`config.mk`:
```
export PLATFORM = sky130hd
export DESIGN_NAME = dcache_ctrl
export DESIGN_NICKNAME = d
export VERILOG_FILES = /design/src/rtl/dc_pkg.sv /design/src/rtl/dc_tag_store.sv /design/src/rtl/dc_data_store.sv /design/src/rtl/dc_seq.sv /design/src/rtl/dcache_ctrl.sv
export SDC_FILE = /design/constraint.sdc
export NUM_CORES = 1
export LEC_CHECK = 0
export BUFFER_PORTS_ARGS = -buffer_cell sky130_fd_sc_hd__buf_2
export CAP_MARGIN = 20
export CORE_MARGIN = 4
export CORE_UTILIZATION = 40
export CTS_BUF_LIST = sky130_fd_sc_hd__clkbuf_4 sky130_fd_sc_hd__clkbuf_8
export DETAILED_ROUTE_END_ITERATION = 16
export PLACE_DENSITY_LB_ADDON = 0.08
export SLEW_MARGIN = 10
export SYNTH_ARGS = -nofsm -noshare
export SYNTH_HDL_FRONTEND = slang
export SYNTH_HIERARCHICAL = 1
export SYNTH_SLANG_ARGS = --single-unit
export TNS_END_PERCENT = 100
```
`constraint.sdc`:
```
create_clock -name clk -period 8.12 [get_ports clk]
set_clock_uncertainty 0.05 [all_clocks]
set_input_delay 1.218 -clock clk [delete_from_list [all_inputs] [get_ports clk]]
set_output_delay 1.218 -clock clk [all_outputs]
set_load 0.02 [all_outputs]
```
`src/rtl/dc_pkg.sv`:
```
// Package: shared types for the data cache controller.
// Assumes nothing beyond IEEE 1800-2017.
package dc_pkg;

    // Controller states: idle/lookup, victim write-back, line refill, single-word write.
    typedef enum logic [1:0] {
        ST_IDLE  = 2'd0,
        ST_WBACK = 2'd1,
        ST_FILL  = 2'd2,
        ST_WORD  = 2'd3
    } dc_state_e;

    // Larger of two integers, used to size the latency counter.
    function automatic int dc_max(input int a, input int b);
        return (a > b) ? a : b;
    endfunction

endpackage

```
`src/rtl/dc_tag_store.sv`:
```
// Module: per-line valid, dirty and tag storage.
// All updates target the currently indexed line. A refill sets valid and clears dirty.
// Assumes fill_en and dirty_set are never high together.
module dc_tag_store #(
    parameter int LINES = 4,
    parameter int TAG_W = 3,
    localparam int IDX_W = $clog2(LINES)
) (
    input  logic             clk,
    input  logic             rst_n,
    input  logic [IDX_W-1:0] idx,
    input  logic             fill_en,
    input  logic [TAG_W-1:0] fill_tag,
    input  logic             dirty_set,
    output logic             line_valid,
    output logic             line_dirty,
    output logic [TAG_W-1:0] line_tag
);
    logic [LINES-1:0] valid_q;
    logic [LINES-1:0] dirty_q;
    logic [TAG_W-1:0] tag_q [LINES];

    // Status bits: cleared by reset, set by refill, dirty marked by store hits.
    always_ff @(posedge clk) begin
        if (!rst_n) begin
            valid_q <= '0;
            dirty_q <= '0;
        end else if (fill_en) begin
            valid_q[idx] <= 1'b1;
            dirty_q[idx] <= 1'b0;
        end else if (dirty_set) begin
            dirty_q[idx] <= 1'b1;
        end
    end

    // Tag array: written only when a line is refilled.
    always_ff @(posedge clk) begin
        if (fill_en) tag_q[idx] <= fill_tag;
    end

    assign line_valid = valid_q[idx];
    assign line_dirty = dirty_q[idx];
    assign line_tag   = tag_q[idx];

    // A dirty line must always be valid.
    for (genvar i = 0; i < LINES; i++) begin : g_chk
        a_r5_dirty_needs_valid: assert property (@(posedge clk) disable iff (!rst_n)
            dirty_q[i] |-> valid_q[i]);
    end
endmodule

```
`src/rtl/dc_data_store.sv`:
```
// Module: cache data array with one write port and one combinational read port.
// The array is not reset; the valid bits guard its contents.
module dc_data_store #(
    parameter int LINES  = 4,
    parameter int WORDS  = 8,
    parameter int DATA_W = 32,
    localparam int IDX_W  = $clog2(LINES),
    localparam int WSEL_W = $clog2(WORDS)
) (
    input  logic              clk,
    input  logic              wr_en,
    input  logic [IDX_W-1:0]  wr_idx,
    input  logic [WSEL_W-1:0] wr_word,
    input  logic [DATA_W-1:0] wr_data,
    input  logic [IDX_W-1:0]  rd_idx,
    input  logic [WSEL_W-1:0] rd_word,
    output logic [DATA_W-1:0] rd_data
);
    logic [DATA_W-1:0] mem_q [LINES*WORDS];

    // Word write from either the refill path or the store path.
    always_ff @(posedge clk) begin
        if (wr_en) mem_q[{wr_idx, wr_word}] <= wr_data;
    end

    assign rd_data = mem_q[{rd_idx, rd_word}];
endmodule

```
`src/rtl/dc_seq.sv`:
```
// Module: control sequencer for the data cache.
// It decides hit, miss, write-back, refill and single-word write actions, and counts
// memory latency per word and words per line.
// Assumes the processor holds its request stable until ready.
module dc_seq
    import dc_pkg::*;
#(
    parameter int WORDS       = 8,
    parameter int RD_LAT      = 5,
    parameter int WR_LAT      = 3,
    parameter bit WRITE_BACK  = 1'b1,
    parameter bit WRITE_ALLOC = 1'b1,
    localparam int WSEL_W = $clog2(WORDS),
    localparam int LAT_W  = $clog2(dc_max(RD_LAT, WR_LAT) + 1)
) (
    input  logic              clk,
    input  logic              rst_n,
    input  logic              req,
    input  logic              we,
    input  logic              hit,
    input  logic              line_valid,
    input  logic              line_dirty,
    output dc_state_e         state,
    output logic [WSEL_W-1:0] word_cnt,
    output logic              lat_mid,
    output logic              ready,
    output logic              mem_rd,
    output logic              mem_wr,
    output logic              fill_word_we,
    output logic              fill_done,
    output logic              store_we,
    output logic              dirty_set
);
    dc_state_e        nxt;
    logic [LAT_W-1:0] lat_cnt;
    logic             lat_last;
    logic             word_last;

    assign lat_last  = (state == ST_FILL) ? (lat_cnt == LAT_W'(RD_LAT - 1))
                                          : (lat_cnt == LAT_W'(WR_LAT - 1));
    assign word_last = (word_cnt == WSEL_W'(WORDS - 1));
    assign lat_mid   = (lat_cnt != '0);

    // Next state and strobes for the current state.
    always_comb begin
        nxt          = state;
        ready        = 1'b0;
        mem_rd       = 1'b0;
        mem_wr       = 1'b0;
        fill_word_we = 1'b0;
        fill_done    = 1'b0;
        store_we     = 1'b0;
        dirty_set    = 1'b0;
        case (state)
            ST_IDLE: begin
                if (req) begin
                    if (hit) begin
                        store_we  = we;
                        dirty_set = we && WRITE_BACK;
                        ready     = !we || WRITE_BACK;
                        if (we && !WRITE_BACK) nxt = ST_WORD;
                    end else if (we && !WRITE_ALLOC) begin
                        nxt = ST_WORD;
                    end else if (WRITE_BACK && line_valid && line_dirty) begin
                        nxt = ST_WBACK;
                    end else begin
                        nxt = ST_FILL;
                    end
                end
            end
            ST_WBACK: begin
                mem_wr = 1'b1;
                if (lat_last && word_last) nxt = ST_FILL;
            end
            ST_FILL: begin
                mem_rd       = 1'b1;
                fill_word_we = lat_last;
                if (lat_last && word_last) begin
                    fill_done = 1'b1;
                    nxt       = ST_IDLE;
                end
            end
            default: begin
                mem_wr = 1'b1;
                if (lat_last) begin
                    ready = 1'b1;
                    nxt   = ST_IDLE;
                end
            end
        endcase
    end

    // State register with latency and word counters that restart on every state change.
    always_ff @(posedge clk) begin
        if (!rst_n) begin
            state    <= ST_IDLE;
            lat_cnt  <= '0;
            word_cnt <= '0;
        end else begin
            state <= nxt;
            if (nxt != state) begin
                lat_cnt  <= '0;
                word_cnt <= '0;
            end else if (state != ST_IDLE) begin
                if (lat_last) begin
                    lat_cnt  <= '0;
                    word_cnt <= word_cnt + WSEL_W'(1);
                end else begin
                    lat_cnt <= lat_cnt + LAT_W'(1);
                end
            end
        end
    end

    // Memory port never reads and writes at once.
    a_r11_rd_wr_excl: assert property (@(posedge clk) disable iff (!rst_n)
        !(mem_rd && mem_wr));
    // Completion is only signalled to a live request.
    a_r3_ready_needs_req: assert property (@(posedge clk) disable iff (!rst_n)
        ready |-> req);
    // An eviction is always followed by a refill, never by idle.
    a_r5_wback_then_fill: assert property (@(posedge clk) disable iff (!rst_n)
        (state == ST_WBACK) |=> (state == ST_WBACK || state == ST_FILL));
    // A refill completes by returning to idle for the hit lookup.
    a_r4_fill_then_idle: assert property (@(posedge clk) disable iff (!rst_n)
        fill_done |=> (state == ST_IDLE));
endmodule

```
`src/rtl/dcache_ctrl.sv`:
```
// Module: direct-mapped data cache controller (top).
// It splits the address into byte, word, index and tag fields, forms hit and victim flags,
// and steers the data array and the memory port from the sequencer's strobes.
// Assumes one outstanding request, held stable until ready.
module dcache_ctrl
    import dc_pkg::*;
#(
    parameter int ADDR_W      = 10,
    parameter int DATA_W      = 32,
    parameter int LINES       = 4,
    parameter int WORDS       = 8,
    parameter int RD_LAT      = 5,
    parameter int WR_LAT      = 3,
    parameter bit WRITE_BACK  = 1'b1,
    parameter bit WRITE_ALLOC = 1'b1
) (
    input  logic              clk,
    input  logic              rst_n,
    input  logic              cpu_req,
    input  logic              cpu_we,
    input  logic [ADDR_W-1:0] cpu_addr,
    input  logic [DATA_W-1:0] cpu_wdata,
    output logic              cpu_ready,
    output logic [DATA_W-1:0] cpu_rdata,
    output logic              hit,
    output logic              victim_dirty,
    output logic              mem_rd,
    output logic              mem_wr,
    output logic [ADDR_W-1:0] mem_addr,
    output logic [DATA_W-1:0] mem_wdata,
    input  logic [DATA_W-1:0] mem_rdata
);
    localparam int BYTE_W = $clog2(DATA_W / 8);
    localparam int WSEL_W = $clog2(WORDS);
    localparam int IDX_W  = $clog2(LINES);
    localparam int TAG_W  = ADDR_W - IDX_W - WSEL_W - BYTE_W;

    logic [WSEL_W-1:0] cpu_word;
    logic [IDX_W-1:0]  cpu_idx;
    logic [TAG_W-1:0]  cpu_tag;
    logic              line_valid, line_dirty, tag_match;
    logic [TAG_W-1:0]  line_tag;
    dc_state_e         state;
    logic [WSEL_W-1:0] word_cnt;
    logic              lat_mid;
    logic              fill_word_we, fill_done, store_we, dirty_set;
    logic [WSEL_W-1:0] arr_rd_word;
    logic [DATA_W-1:0] arr_rd_data;
    logic              unused_byte_bits;

    assign cpu_word         = cpu_addr[BYTE_W +: WSEL_W];
    assign cpu_idx          = cpu_addr[BYTE_W + WSEL_W +: IDX_W];
    assign cpu_tag          = cpu_addr[ADDR_W-1 -: TAG_W];
    assign unused_byte_bits = ^cpu_addr[BYTE_W-1:0];

    assign tag_match    = line_valid && (line_tag == cpu_tag);
    assign hit          = cpu_req && tag_match;
    assign victim_dirty = cpu_req && !tag_match && line_valid && line_dirty;

    dc_tag_store #(.LINES(LINES), .TAG_W(TAG_W)) u_tags (
        .clk        (clk),
        .rst_n      (rst_n),
        .idx        (cpu_idx),
        .fill_en    (fill_done),
        .fill_tag   (cpu_tag),
        .dirty_set  (dirty_set),
        .line_valid (line_valid),
        .line_dirty (line_dirty),
        .line_tag   (line_tag)
    );

    dc_seq #(
        .WORDS(WORDS), .RD_LAT(RD_LAT), .WR_LAT(WR_LAT),
        .WRITE_BACK(WRITE_BACK), .WRITE_ALLOC(WRITE_ALLOC)
    ) u_seq (
        .clk          (clk),
        .rst_n        (rst_n),
        .req          (cpu_req),
        .we           (cpu_we),
        .hit          (hit),
        .line_valid   (line_valid),
        .line_dirty   (line_dirty),
        .state        (state),
        .word_cnt     (word_cnt),
        .lat_mid      (lat_mid),
        .ready        (cpu_ready),
        .mem_rd       (mem_rd),
        .mem_wr       (mem_wr),
        .fill_word_we (fill_word_we),
        .fill_done    (fill_done),
        .store_we     (store_we),
        .dirty_set    (dirty_set)
    );

    // Eviction walks the line by counter; all other reads use the request's word.
    assign arr_rd_word = (state == ST_WBACK) ? word_cnt : cpu_word;

    dc_data_store #(.LINES(LINES), .WORDS(WORDS), .DATA_W(DATA_W)) u_data (
        .clk     (clk),
        .wr_en   (fill_word_we || store_we),
        .wr_idx  (cpu_idx),
        .wr_word (fill_word_we ? word_cnt : cpu_word),
        .wr_data (fill_word_we ? mem_rdata : cpu_wdata),
        .rd_idx  (cpu_idx),
        .rd_word (arr_rd_word),
        .rd_data (arr_rd_data)
    );

    assign cpu_rdata = arr_rd_data;

    // Memory address: victim line on eviction, requested line on refill, request word otherwise.
    always_comb begin
        case (state)
            ST_WBACK: mem_addr = {line_tag, cpu_idx, word_cnt, {BYTE_W{1'b0}}};
            ST_FILL:  mem_addr = {cpu_tag, cpu_idx, word_cnt, {BYTE_W{1'b0}}};
            default:  mem_addr = {cpu_addr[ADDR_W-1:BYTE_W], {BYTE_W{1'b0}}};
        endcase
    end

    assign mem_wdata = (state == ST_WBACK) ? arr_rd_data : cpu_wdata;

    // Address held through each word's latency.
    a_r11_addr_hold: assert property (@(posedge clk) disable iff (!rst_n)
        lat_mid |-> $stable(mem_addr));
    // Write-through never reports a dirty victim.
    a_r7_no_dirty_victim: assert property (@(posedge clk) disable iff (!rst_n)
        (WRITE_BACK == 1'b0) |-> !victim_dirty);
    // A write-back store hit leaves the memory port quiet in the next cycle.
    a_r6_wb_hit_quiet: assert property (@(posedge clk) disable iff (!rst_n)
        (WRITE_BACK && state == ST_IDLE && hit && cpu_we) |=> !mem_wr);
    // A dirty victim flag only appears without a hit.
    a_r2_flags_exclusive: assert property (@(posedge clk) disable iff (!rst_n)
        !(hit && victim_dirty));
endmodule

```
==> out/results.txt, run 1 <==
Status -> complete, no violations
Global-route wire length before repair -> 162600 um
Die area -> 0.1110 mm2
Syn Inst Count -> 2448
Root Buffer -> clkbuf_8
Initial Utilization -> 40.25%
Finished Layout Cells -> 4237
Critical Path Max Stage Delay -> 0.82 ns
Max clock buf depth -> 3
Area delta synth->final -> 14.10%
Vias -> 22976
Commonest non-fill, non-tap cell in the layout -> edfxtp_1
TritonCTS clock tree -> done
CTS Hold Bufs -> 0
YS warnings -> 6
WP data required -> 6.85 ns
Critical Path Fanout Max -> 34
Crit path cell chain -> ha_2 > mux2_2 > nor2_4 > buf_4 > a22o_1 > nor3_1 > a31oi_1 > nand3_1 > mux2_4 > buf_2
CP endpoint kind -> output port
Row count -> 119
Reg2Reg Depth -> 8
Slew Viols, Final -> 0
GRT Total Usage -> 20.22%
Net Sw Power -> 2490 uW
Die H -> 333.2 um
Fin crit share -> 83.02%
Largest net degree at the start of global routing -> 82
Core box area -> 0.1051 mm2
Dpl cells -> 3920
Setup TNS -> 0 ns
# fillers -> 9169
Avg Cell Area, Syn -> 17.28 um2
Hold Violations, Final -> 0
Clk slew on worst S/H paths -> 0.05 ns
Crit-path slowest cell -> nor2_4
Final Critical Period -> 6.741 ns
Setup violators final -> 0
Number of global-route vias before repair -> 23399
CTS sink cnt -> 1052
Detailed Place HPWL -> 64680 um
MaxCap Viol Count -> 0
Clock network power share -> 40.5%
DRC viols -> 0
GP Congestion -> 0.7278
Routed wire length -> 113600 um
Register area -> 0.03143 mm2
Clock latency on the worst-skew pair -> 0.82 ns
First-pass DRT Iterations -> 10
Initial DRC count -> 1504
Switching share of power -> 22.48%
Hold Crit Class -> reg2reg
Register share of total power -> 53.9%
# Post-CTS Setup Buffers -> 0
Util after Layout -> 45.93%
Internal Power -> 8587 uW
Post-CTS Resized -> 0
PortBufs -> 152
Area of the multi-input gates -> 0.01022 mm2
Antenna violations before repair -> 7
CTS buffer count -> 178
Share of post-route cells with drive strength above 1 -> 21.92%
Fin nets -> 2793
Worst vdd ir -> 0.1253 mV
Leakage power -> 0.01691 uW
Logic pwr share -> 5.6%
Unrepaired setup endpoints after global routing -> false
Total gr overflow -> 0
I/O pin count -> 157
Power per Cell Area -> 229.5 mW/mm2
DR vias/cell -> 5.423
H-tree levels -> 4
Slew headroom -> 22.67%
Fmax -> 148.3 MHz
Worst-margin pin slew -> 1.157 ns
Die Wd -> 333.2 um
Critical path arrival -> 5.47 ns
Hold Path Depth -> 2
CP Class -> reg2out
Most frequent cells in the layout -> edfxtp_1 (1036), mux2i_1 (514), clkbuf_8 (182), buf_2 (152), nand2_1 (106)
Routed WL per cell -> 26.82 um
CP startpoint kind -> register
Final ANT Viol Nets -> 0
Synthesized area -> 0.04231 mm2
-- path summary, 6_finish.rpt --
path / startpoint / endpoint / slack, ns
setup / recovery: u_seq/state[0] / mem_wdata[24] / 1.38
hold / removal: register / register / 0.41
setup reg to reg: u_tags/tag_q[1][2] / u_data/mem_q[11][16] / 3.28
hold reg to reg: register / register / 0.41
-- area by class of cell --
class                      instances  area share (%)
sequential                      1052           65.10
multi-input combinational       1242           21.17
clock buffer                     237           6.044
tap                             1391           3.605
timing repair buffer             227           3.084
clock inverter                    76          0.9148
inverter                           8         0.06220
antenna                            4         0.02073
-- through the flow --
stage	total power, uW	cell area [um2]	hold slack [ns]	setup slack (ns)
after CTS	11220	48270	0.4124	1.221
after detailed placement	6717	44910	0.4005	1.758
after floorplan	6480	42320	0.3780	2.044
final	11080	48280	0.4129	1.379
after global placement	6708	44850	0.3906	1.786
after global routing	11520	48270	0.4235	1.019
-- critical path: cells and delay by family, from the launching register on --
kind	cells	cell delay (ns)
compound gates	2	0.47
simple gates	3	1.15
fa+ha+maj	1	0.79
flops	1	0.64
mux	2	0.82
buf+inv	2	0.77
-- per-layer routing --
layer  part of all wire [%]  vias up  track usage [%]
met5                      0        -                0
met1                     46    11904            28.74
li1                       -    10269                -
met4                    1.9        0            5.242
met3                    5.0      163            3.614
met2                     47      640            32.38
-- state kept, by name, indices dropped and copies added, names as in the netlist, named ones only --
| register | flops |
|---|---|
| u_seq/word_cnt | 3 |
| u_data/mem_q | 1024 |
| u_seq/state | 2 |
| u_tags/valid_q | 4 |
| u_tags/tag_q | 12 |
| u_seq/lat_cnt | 3 |
-- power groups by stage --
stage                     sequential [uW]  combinational, uW  clock (uW)
final                                5970                625        4480
after global routing                 5960                674        4880
after CTS                            5970                638        4610
after detailed placement             6080                637           0
after global placement               6080                628           0
after floorplan                      6080                404           0
(Power assumes the default switching activity.)
==> run 2: changes to the inputs <==
Settings changed: ABC_AREA set to 1.
Clock period 8.12 ns to 6.1 ns, I/O delays scaled along.
==> run 2 against run 1 <==
Against the previous run:
- register-to-register slack got worse by 1.5 ns
- synthesized cell count rose by 61%
- sequential share of layout area fell by 2.9 points
- setup slack got worse by 0.92 ns
- cell area rose by 4.6%
- sequential power rose by 34%
- wire length rose by 16%
- critical endpoint is now mem_wdata[26]
==> out/results.txt, run 2 <==
Hold Violations, Final -> 0
Max reg flops -> 1024
Fin nets -> 4231
Logic pwr share -> 7.4%
Final Critical Period -> 5.640 ns
Critical Path Fanout Max -> 67
Util after Layout -> 46.14%
First-pass DRT Iterations -> 5
Reg2Reg Depth -> 13
PortBufs -> 152
Antenna violations before repair -> 3
Routed wire length -> 131600 um
Commonest non-fill, non-tap cell in the layout -> nand2_1
Fmax -> 177.3 MHz
Register share of total power -> 51.9%
Hold path startpoint -> cpu_addr[7]
Leakage power -> 0.01886 uW
I/O pin count -> 157
CP Class -> reg2out
CTS Hold Bufs -> 0
Share of post-route cells with drive strength above 1 -> 15.09%
Unrepaired setup endpoints after global routing -> false
GRT Total Usage -> 22.45%
Delay-heaviest family, CP -> buffers and inverters
Final ANT Viol Nets -> 0
YS warnings -> 6
Clock network power share -> 40.6%
Die area -> 0.1162 mm2
Crit-path slowest cell -> dfxtp_1
Crit path cell chain -> ha_4 > buf_4 > o21ai_4 > inv_8 > buf_12 > nand3_1 > nand3_1 > nand2_1 > nand2_1 > nand2_1 > nand2_1 > nand2_1 > nand2_1 > o21ai_0 > buf_2
Hold Path Depth -> 1
Switching share of power -> 24.04%
Net Sw Power -> 3714 uW
Hold Crit Class -> in2reg
Root Buffer -> clkbuf_8
Die Wd -> 340.8 um
Slew Viols, Final -> 0
Fin crit share -> 92.46%
Initial DRC count -> 2312
Clock latency on the worst-skew pair -> 0.82 ns
# Post-CTS Setup Buffers -> 0
Setup violators final -> 0
Flop2flop setup slack -> 1.73 ns
Power per Cell Area -> 305.9 mW/mm2
Area delta synth->final -> 13.98%
Hold Slack -> 0.3256 ns
Most frequent cells in the layout -> nand2_1 (1584), edfxtp_1 (1036), nand3_1 (799), clkbuf_8 (186), buf_2 (151)
H-tree levels -> 4
CTS sink cnt -> 1052
Routed WL per cell -> 22.83 um
TritonCTS clock tree -> done
Global-route wire length before repair -> 192400 um
Number of global-route vias before repair -> 28595
Largest regs -> u_data/mem_q: 1024 flops, u_tags/tag_q: 12 flops, u_tags/valid_q: 4 flops
Detailed Place HPWL -> 69540 um
GP Congestion -> 0.7645
Initial Utilization -> 40.49%
FF-to-FF Start -> u_seq/state[0]
Total gr overflow -> 0
Row count -> 121
DP Worst Slack -> 1.144 ns
MaxCap Viol Count -> 0
Critical Path Max Stage Delay -> 0.59 ns
Die H -> 340.8 um
Synthesized area -> 0.04432 mm2
Post-CTS Resized -> 0
Worst-margin pin slew -> 1.091 ns
Status -> complete, no violations
Worst vdd ir -> 0.1718 mV
Core box area -> 0.1095 mm2
Avg Cell Area, Syn -> 11.27 um2
DR vias/cell -> 5.133
Internal Power -> 11740 uW
Syn Inst Count -> 3931
Slew headroom -> 27.24%
Setup WS post-layout -> 0.4597 ns
CP startpoint kind -> register
Largest Register -> u_data/mem_q
Setup TNS -> 0 ns
Largest net degree at the start of global routing -> 191
Critical path arrival -> 4.68 ns
CTS buffer count -> 178
Vias -> 29599
Crit path top cell by count -> nand2_1
Worst path buffer plus inverter count -> 4
WP data required -> 5.13 ns
Worst Hold End -> u_tags/tag_q[1][0]
DRC viols -> 0
Clk slew on worst S/H paths -> 0.06 ns
FF-to-FF End -> u_data/mem_q[3][4]
CP endpoint kind -> output port
Max clock buf depth -> 3
run 2: power groups by stage:
stage	Sequential [uW]	Combinational (uW)	Clock (uW)
after global routing	8020	1270	6770
after CTS	8020	1150	6440
after floorplan	8180	733	0
after global placement	8170	1140	0
final	8020	1150	6280
after detailed placement	8170	1150	0
run 2: per-layer routing:
| metal | routed length, um | global-route usage [%] |
|---|---|---|
| met4 | 3451 | 7.099 |
| met3 | 8266 | 4.476 |
| met5 | 0 | 0 |
| met2 | 62300 | 36.56 |
| met1 | 57610 | 30.43 |
run 2: final cells by class:
cell class                 count  area, um2
antenna                        1      2.502
clock buffer                 251       3048
clock inverter                71      465.4
fill                       10186      58950
inverter                      86      369.1
multi-input combinational   2549      11220
sequential                  1052      31430
tap                         1476       1847
timing repair buffer         280       2126
run 2: worst reg2reg max path, cell delays in order (launching register included):
cell and delay, ns:
dfxtp_1 0.59, inv_2 0.06, nand2_2 0.12, nor2_4 0.06
nor2_4 0.27, nand2_1 0.16, inv_4 0.46, buf_4 0.56
nand2_1 0.11, o21ai_1 0.26, nand3_1 0.15, buf_4 0.25
nor2_4 0.60, buf_12 0.33
run 2: worst max path at each step:
| stage | endpoint | start | depth (start not counted) | slack (ns) |
|---|---|---|---|---|
| 3_5_place_dp | u_data/mem_q[3][18] | cpu_addr[6] | 16 | 1.14 |
| 6_report | mem_wdata[26] | u_seq/state[0] | 15 | 0.46 |
| 5_1_grt | mem_wdata[18] | u_seq/state[0] | 15 | 0.10 |
| 3_3_place_gp | u_data/mem_q[3][18] | cpu_addr[6] | 16 | 1.15 |
| 4_1_cts | mem_wdata[26] | u_seq/state[0] | 15 | 0.34 |
| 2_1_floorplan | u_data/mem_q[15][0] | cpu_addr[5] | 15 | 1.12 |
run 2: per-stage QoR:
step | cell area, um2 | instances | total power (uW)
final | 50510 | 5766 | 15450
after global routing | 50510 | 5766 | 16060
after CTS | 50440 | 5761 | 15610
after detailed placement | 46930 | 5439 | 9325
after global placement | 46850 | 5434 | 9314
after floorplan | 44320 | 3932 | 8917
==> run 3: changes to the inputs <==
Settings changed: ABC_AREA 1 to unset.
==> run 3 against run 2 <==
Against the previous run:
- global-route usage shrank 1.8 points
- register-to-register slack better by 0.06 ns
- sequential share of layout area up 2.3 points
- critical path type unchanged
- sequential cell count unchanged
- first-iteration DRC count is 28% lower
- sequential power down 1%
- cell count is 26% lower
- non-clock buffer count shrank 23
- critical path depth decreased by 5
==> out/results.txt, run 3 (synthesis results as in run 1) <==
Initial DRC count -> 1659
Worst vdd ir -> 0.1663 mV
MaxCap Viol Count -> 0
Setup TNS -> 0 ns
DRC viols -> 0
# Post-CTS Setup Buffers -> 0
Hold Crit Class -> in2reg
Fin crit share -> 94.60%
Critical Path Max Stage Delay -> 0.63 ns
PortBufs -> 152
Area delta synth->final -> 15.08%
Crit path top cell by count -> mux2_2
H-tree levels -> 4
Max reg flops -> 1024
CTS buffer count -> 175
Die Wd -> 333.2 um
Routed wire length -> 116400 um
Largest Register -> u_data/mem_q
Worst-margin pin slew -> 1.102 ns
Die H -> 333.2 um
Leakage power -> 0.01709 uW
I/O pin count -> 157
Largest net degree at the start of global routing -> 73
Number of global-route vias before repair -> 23496
Setup violators final -> 0
TritonCTS clock tree -> done
CP startpoint kind -> register
GP Congestion -> 0.7578
Share of post-route cells with drive strength above 1 -> 22.49%
Core box area -> 0.1051 mm2
Antenna violations before repair -> 2
Largest regs -> u_data/mem_q: 1024 flops, u_tags/tag_q: 12 flops, u_tags/valid_q: 4 flops
Critical Path Fanout Max -> 17
CTS Hold Bufs -> 0
WP data required -> 5.13 ns
Slew headroom -> 26.33%
DR vias/cell -> 5.463
Die area -> 0.1110 mm2
Power Total -> 14700 uW
Clk slew on worst S/H paths -> 0.06 ns
First-pass DRT Iterations -> 5
Power per Cell Area -> 301.9 mW/mm2
Routed WL per cell -> 27.33 um
CP Class -> reg2out
CTS sink cnt -> 1052
GRT Total Usage -> 20.64%
Unrepaired setup endpoints after global routing -> false
Fmax -> 173.3 MHz
Delay-heaviest family, CP -> simple AND/OR/NAND/NOR gates
Total gr overflow -> 0
Max clock buf depth -> 3
Post-CTS Resized -> 0
Global-route wire length before repair -> 165400 um
Vias -> 23257
Final ANT Viol Nets -> 0
Slew Viols, Final -> 0
Hold Violations, Final -> 0
Status -> complete, no violations
CP endpoint kind -> output port
Fin nets -> 2820
Critical path arrival -> 4.81 ns
Clock latency on the worst-skew pair -> 0.82 ns
Crit-path slowest cell -> dfxtp_1
Commonest non-fill, non-tap cell in the layout -> edfxtp_1
Dpl cells -> 3950
Most frequent cells in the layout -> edfxtp_1 (1036), mux2i_1 (514), clkbuf_8 (185), buf_2 (152), nand2_1 (106)
Detailed Place HPWL -> 65050 um
Finished Layout Cells -> 4257
Initial Utilization -> 40.25%
Worst path buffer plus inverter count -> 2
Final Critical Period -> 5.770 ns
Row count -> 119
Root Buffer -> clkbuf_8
Crit path cell chain -> ha_2 > mux2_2 > nor2b_4 > buf_4 > a22o_1 > nor3_1 > a31oi_1 > nand3_1 > mux2_2 > buf_2
## run 3: cell count changes in the layout (fill, tap and decap cells not counted), sizes merged, moves of 23 or more
cell   before  now
nand2    1587  107
nand3     800  100
mux2i       0  514
a22oi       0   96
a21oi       8  101
inv        89   10
mux2        0   70
o21ai      79   10
a22o        0   67
a31oi       0   33
nor3        9   35
buf       280  257
## run 3: report_power, final
group	switching (uW)	total, uW	internal (uW)
registers	3.84	7940	7940
clock network	2710	5900	3190
logic	571	855	284
## run 3: path summary, 6_finish.rpt
| kind | slack (ns) | depth (start not counted) | from | end |
|---|---|---|---|---|
| min reg2reg | 0.42 | 1 | u_tags/valid_q[2] | u_tags/valid_q[2] |
| min | 0.31 | 1 | cpu_addr[8] | u_tags/tag_q[3][1] |
| max | 0.33 | 10 | u_seq/state[0] | mem_wdata[2] |
| max reg2reg | 1.79 | 8 | u_tags/tag_q[1][2] | u_data/mem_q[28][3] |
## run 3: worst reg2reg max path: stages (launching register included)
cell,delay [ns]
edfxtp_1,0.35
mux4_1,0.55
xor2_1,0.18
nor4_1,0.67
and4_1,0.41
or2_2,0.17
or3b_2,0.69
nor2_4,0.58
buf_12,0.30
## run 3: stage by stage
| step | area (um2) | utilization, % | worst slack [ns] | hold WS (ns) |
|---|---|---|---|---|
| 6_report | 48690 | 46.32 | 0.3296 | 0.3136 |
| 5_1_grt | 48690 | 46.32 | 0.06147 | 0.2557 |
| 4_1_cts | 48690 | 46.32 | 0.1691 | 0.2260 |
| 3_5_place_dp | 45390 | 43.18 | 0.9343 | 0.4012 |
| 3_3_place_gp | 45390 | 43.18 | 0.9915 | 0.3889 |
| 2_1_floorplan | 42320 | - | 0.3267 | 0.3780 |
## run 3: cell type report
cell class	count	area, um2
Fill cell	9074	56430
Sequential cell	1052	31430
Multi-Input combinational cell	1242	10220
Clock buffer	238	2944
Timing Repair Buffer	257	1974
Tap cell	1391	1740
Clock inverter	67	349.1
Inverter	8	30.03
Antenna cell	2	5.005
## run 3: per-layer routing
layer / wire [um] / vias up / GRT usage (%)
li1: - / 10311 / -
met1: 53170 / 12159 / 28.99
met2: 55580 / 635 / 33.53
met3: 5515 / 152 / 3.463
met4: 2087 / 0 / 5.583
met5: 0 / - / 0
